`config.mk`:
```
export PLATFORM = sky130hd
export DESIGN_NAME = spi_status_ctrl
export DESIGN_NICKNAME = d
export VERILOG_FILES = /design/src/rtl/spi_status_ctrl.sv
export SDC_FILE = /design/constraint.sdc
export NUM_CORES = 1
export LEC_CHECK = 0
export BUFFER_PORTS_ARGS = -buffer_cell sky130_fd_sc_hd__buf_4
export CAP_MARGIN = 20
export CORE_MARGIN = 2
export CORE_UTILIZATION = 35
export CTS_BUF_LIST = sky130_fd_sc_hd__clkbuf_4 sky130_fd_sc_hd__clkbuf_8 sky130_fd_sc_hd__clkbuf_16
export DETAILED_ROUTE_END_ITERATION = 16
export GPL_TIMING_DRIVEN = 1
export PLACE_DENSITY = 0.52
export SETUP_SLACK_MARGIN = 0.4
export SYNTH_ARGS = -nofsm -noshare
export SYNTH_HDL_FRONTEND = slang
export SYNTH_SLANG_ARGS = --single-unit
```
`constraint.sdc`:
```
create_clock -name clk -period 2.47 [get_ports clk]
set_input_delay 0.1235 -clock clk [delete_from_list [all_inputs] [get_ports clk]]
set_output_delay 0.1235 -clock clk [all_outputs]
set_load 0.005 [all_outputs]
```
`src/rtl/spi_status_ctrl.sv`:
```
module spi_status_ctrl #(
  parameter int WRITE_CYCLES = 5000,
  parameter int SYNC_STAGES  = 2
) (
  input  logic clk,
  input  logic rst_n,
  input  logic spi_sck,
  input  logic spi_cs_n,
  input  logic spi_mosi,
  output logic spi_miso,
  output logic spi_miso_oe
);
  localparam int TW = $clog2(WRITE_CYCLES + 1);
  localparam logic [7:0] OP_WREN = 8'h06;
  localparam logic [7:0] OP_RDSR = 8'h05;
  localparam logic [7:0] OP_WRSR = 8'h01;
  localparam logic [TW-1:0] T_LOAD = TW'(WRITE_CYCLES - 1);

  logic [SYNC_STAGES-1:0] sck_q, cs_q, mosi_q;
  logic sck_s, cs_s, mosi_s, sck_d, cs_d;

  always_ff @(posedge clk or negedge rst_n) begin
    if (!rst_n) begin
      sck_q  <= '0;
      cs_q   <= '1;
      mosi_q <= '0;
      sck_d  <= 1'b0;
      cs_d   <= 1'b1;
    end else begin
      sck_q  <= {sck_q[SYNC_STAGES-2:0], spi_sck};
      cs_q   <= {cs_q[SYNC_STAGES-2:0], spi_cs_n};
      mosi_q <= {mosi_q[SYNC_STAGES-2:0], spi_mosi};
      sck_d  <= sck_s;
      cs_d   <= cs_s;
    end
  end

  assign sck_s  = sck_q[SYNC_STAGES-1];
  assign cs_s   = cs_q[SYNC_STAGES-1];
  assign mosi_s = mosi_q[SYNC_STAGES-1];

  logic sck_rise, sck_fall, cs_fall, cs_rise;
  assign sck_rise = sck_s & ~sck_d & ~cs_s;
  assign sck_fall = ~sck_s & sck_d & ~cs_s;
  assign cs_fall  = ~cs_s & cs_d;
  assign cs_rise  = cs_s & ~cs_d;

  logic [4:0] bit_cnt;
  logic [7:0] shreg, opcode;
  logic       op_ok;

  always_ff @(posedge clk or negedge rst_n) begin
    if (!rst_n) begin
      bit_cnt <= '0;
      shreg   <= '0;
      opcode  <= '0;
      op_ok   <= 1'b0;
    end else if (cs_fall) begin
      bit_cnt <= '0;
      op_ok   <= 1'b0;
    end else if (sck_rise) begin
      shreg <= {shreg[6:0], mosi_s};
      if (bit_cnt != 5'd31) bit_cnt <= bit_cnt + 5'd1;
      if (bit_cnt == 5'd7) begin
        opcode <= {shreg[6:0], mosi_s};
        op_ok  <= 1'b1;
      end
    end
  end

  logic          wel, busy;
  logic [1:0]    bp, bp_next;
  logic [TW-1:0] timer;
  logic          wren_go, wrsr_go;

  assign wren_go = cs_rise & ~busy & op_ok & (opcode == OP_WREN) & (bit_cnt == 5'd8);
  assign wrsr_go = cs_rise & ~busy & wel & op_ok & (opcode == OP_WRSR) & (bit_cnt == 5'd16);

  always_ff @(posedge clk or negedge rst_n) begin
    if (!rst_n) begin
      wel     <= 1'b0;
      busy    <= 1'b0;
      bp      <= '0;
      bp_next <= '0;
      timer   <= '0;
    end else if (wrsr_go) begin
      busy    <= 1'b1;
      timer   <= T_LOAD;
      bp_next <= shreg[3:2];
    end else if (busy) begin
      if (timer == '0) begin
        busy <= 1'b0;
        wel  <= 1'b0;
        bp   <= bp_next;
      end else begin
        timer <= timer - 1'b1;
      end
    end else if (wren_go) begin
      wel <= 1'b1;
    end
  end

  logic [7:0] status;
  logic [6:0] out_sr;
  logic [2:0] out_pos;
  logic       rd_on, miso_q;

  assign status = {4'b0000, bp, wel, busy};

  always_ff @(posedge clk or negedge rst_n) begin
    if (!rst_n) begin
      rd_on   <= 1'b0;
      out_pos <= '0;
      out_sr  <= '0;
      miso_q  <= 1'b0;
    end else if (cs_s) begin
      rd_on   <= 1'b0;
      out_pos <= '0;
      miso_q  <= 1'b0;
    end else if (sck_fall && op_ok && opcode == OP_RDSR) begin
      rd_on   <= 1'b1;
      out_pos <= out_pos + 3'd1;
      if (out_pos == 3'd0) begin
        miso_q <= status[7];
        out_sr <= status[6:0];
      end else begin
        miso_q <= out_sr[6];
        out_sr <= {out_sr[5:0], 1'b0};
      end
    end
  end

  assign spi_miso_oe = rd_on & ~cs_s;
  assign spi_miso    = spi_miso_oe & miso_q;
endmodule

```
==> flow_summary.yaml <==
run_status:
  status: "finished, final reports clean"
grt:
  grt_pass1_vias: 1743
  grt_usage: 0.1255
  grt_overflow: 0
  grt_max_degree: 61
  antenna_found_initial: 0
  grt_first_pass_wirelength_mm: 8.335
power:
  powerDensity_mw_per_mm2: 663.6
  vdd_drop_max_v: 0.0004206
  p_leak_nw: 1.497
  power_mw: 2.119
placement:
  hpwl_mm: 3.112
  gp_congestion: 0.7944
  place_area_sq_mm: 0.002867
  portBuffers: 6
sta:
  clock.fmax_ghz: 0.5017
  rsz0062_at_grt: "false"
  setup-violations-final: 0
  drv_slew: 0
  min_period_over_period: 0.8069
  skew_ns: 0.007066
  setup_tns_ns: 0
  layout_min_cycle_time_ns: 1.993
  finalHoldViolCount: 0
  tightestPinTransition_ns: 0.7542
  maxSlewHeadroom: 0.4972
critical_path:
  worst_path_max_delay_cell: "or4_4"
  rr_endpoint: "timer[10]"
  endpoint_kind: "register"
  crit_required_ns: 2.73
  critPathMaxStageDelay_ns: 0.58
  r2r_cells: 4
  critPathKind: "register to register"
  worstPathMaxFanout: 5
  crit_arrival_ns: 2.25
  rr_startpoint: "timer[3]"
  crit_chain: "or4_4, or2_4, or4_1, a21oi_2"
  cp-start-kind: "register"
  startpoint: "timer[3]"
  setup.worst_path.end: "timer[10]"
  r2r_setup_slack_ns: 0.48
clocking:
  clkSinkCount: 60
  numCtsBuffers: 9
  h-tree-depth: 3
  clockRootBuffer: "clkbuf_8"
  clk_path_buf_depth: 2
  cts_tree: "done"
  clk_pin_slew_ns: 0.06
  clock_latency_ns: 0.33
floorplan:
  die_area_sq_mm: 0.008351
  die_w_um: 91.39
  fp.coreArea_sq_mm: 0.007331
  floorplan.initialDensity: 0.3646
  die_y_um: 91.39
  rows: 31
  io_pins: 7
synthesis:
  avgSynthCellArea_sq_um: 11.62
  ys_ff_latch: 60
  synth.cell_area_sq_mm: 0.002673
  synth_cells: 230
  ys_types: 45
  ys_seq_area_frac: 0.5632
  synth_area_leader_cell: "dfrtp_1"
  yosysWarningCount: 0
  synthTopCellsByArea: "dfrtp_1 (53%), mux2_2 (6.7%), ha_1 (3.3%)"
  synth_edf_count: 0
  synth_ff_type: "dfrtp_1"
  syn-num-nets: 242
  yosysTopAreaCellShare: 0.5337
  async_flop_share: 1.000
routing:
  wirelength_mm: 4.601
  drc: 0
  postRouteAntennaNets: 0
  drtIter0Drc: 87
  firstDrtPassIters: 4
  routed_via_density: 4.872
  vias: 1744
  wl_per_cell_um: 12.85
hold_path:
  hold_path_class: "register to register"
finish:
  antennaDiodeCount: 0
  final_cell_area_sq_mm: 0.003193
  num-fill-cells: 684
  syn2layout_area_growth_pct: 19.48
  drive_above_1_share: 0.2432
  fin_nets: 266
run:
  drv_cap: 0
[layout make-up]
class	count	area (sq um)	area share
Clock buffer	11	145.1	0.04545
Timing Repair Buffer	20	160.2	0.05016
Sequential cell	60	1506	0.4718
Tap cell	99	123.9	0.03879
Inverter	8	30.03	0.009404
Multi-Input combinational cell	155	1152	0.3609
Clock inverter	5	75.07	0.02351
[repair_timing]
action / in CTS / in global routing
resized for setup: 4 / 5
setup endpoints to repair: 4 / 9
cloned: 0 / 0
hold endpoints to repair: 60 / 0
pin swaps: 0 / 2
hold buffers: 4 / 0
setup buffers: 0 / 3
[sequential cells by signal, summed over array words and instances, names as in the netlist, 3 cells and up]
| signal | count |
|---|---|
| out_pos | 3 |
| shreg | 7 |
| out_sr | 7 |
| bit_cnt | 5 |
| opcode | 8 |
| timer | 13 |
[critical path: cells and delay by family (launching register included)]
family / cells / cell delay (ns)
DFF: 1 / 0.42
and+or+nand+nor: 3 / 1.35
AOI/OAI and AO/OA: 1 / 0.15
[metal layers]
layer / track usage / wire length (um) / part of all wire
met5: 0 / 0 / 0
met4: 0.06439 / 87 / 0.019
met3: 0.03237 / 117 / 0.025
met2: 0.1838 / 2073 / 0.45
met1: 0.1706 / 2324 / 0.51
[report_power, final]
group	internal [mW]	switching (mW)	total (mW)
registers	1.03	0.0345	1.06
clock network	0.602	0.369	0.970
logic	0.0462	0.0410	0.0872
total	1.67	0.444	2.12
[logic make-up (layout without fill, tap and decap cells)]
family                   count (synthesis)  in the layout  share of synthesized area
buffers and inverters                   15             44                    0.02153
AO/OA/AOI/OAI                           33             33                    0.07584
adder cells (fa/ha/maj)                  7              7                    0.03277
multiplexers                            25             25                     0.1025
AND/OR/NAND/NOR                         86             86                     0.1910
XOR/XNOR                                 4              4                    0.01311
flip-flops                              60             60                     0.5632
[cells in the final DEF (no fill, tap or decap), drive strengths merged, types with 3 or more instances in the layout]
cell type	instances
nor2b	4
nor4	7
or3	4
dlygate4sd3	4
dfrtp	57
o31ai	4
clkinv	3
mux2	19
nand4	3
nand3	3
nand2b	3
or2	3
nand3b	4
buf	16
mux2i	6
dfstp	3
inv	8
o21ai	15
clkbuf	11
ha	7
nor2	13
nor4b	3
nand2	22
or4	6
a21oi	7
[cells in the mapped netlist (2+ instances only)]
cell and count:
nor2_1 13, o211ai_1 2, nand3b_1 4, o21ai_0 7, mux2i_1 6, a21oi_1 7
nand2_1 22, nand2b_1 3, mux2_2 16, dfstp_2 3, or3_1 4, dfrtp_1 57
nand4_1 3, or4_1 6, nand3_1 3, mux2_1 3, nor4_1 6, and3_1 2
clkbuf_1 6, nor4bb_1 2, nor2b_1 4, o21ai_1 8, nor3_1 2, ha_1 7
xor2_1 2, or2_1 2, inv_1 8, xnor2_1 2, o31ai_1 4
[worst min path at each step]
stage             start         end  slack, ns  cells after the start
4_1_cts        sck_q[0]    sck_q[1]       0.35                      0
6_report       sck_q[0]    sck_q[1]       0.35                      0
2_1_floorplan     rst_n  bit_cnt[0]      -0.17                      0
3_5_place_dp   spi_cs_n     cs_q[0]       0.23                      1
3_3_place_gp   spi_cs_n     cs_q[0]       0.23                      1
5_1_grt        sck_q[0]    sck_q[1]       0.35                      0
[through the flow]
| step | util | std cells | hold WS, ns | setup slack (ns) |
|---|---|---|---|---|
| floorplan | - | 230 | -0.1721 | 0.5170 |
| global placement | 0.3910 | 335 | 0.2320 | 0.4127 |
| global route | 0.4356 | 358 | 0.3546 | 0.4129 |
| detailed placement | 0.3910 | 335 | 0.2331 | 0.3563 |
| finish | 0.4356 | 358 | 0.3482 | 0.4769 |
| CTS | 0.4291 | 355 | 0.3502 | 0.3997 |
(Power assumes the default switching activity.)
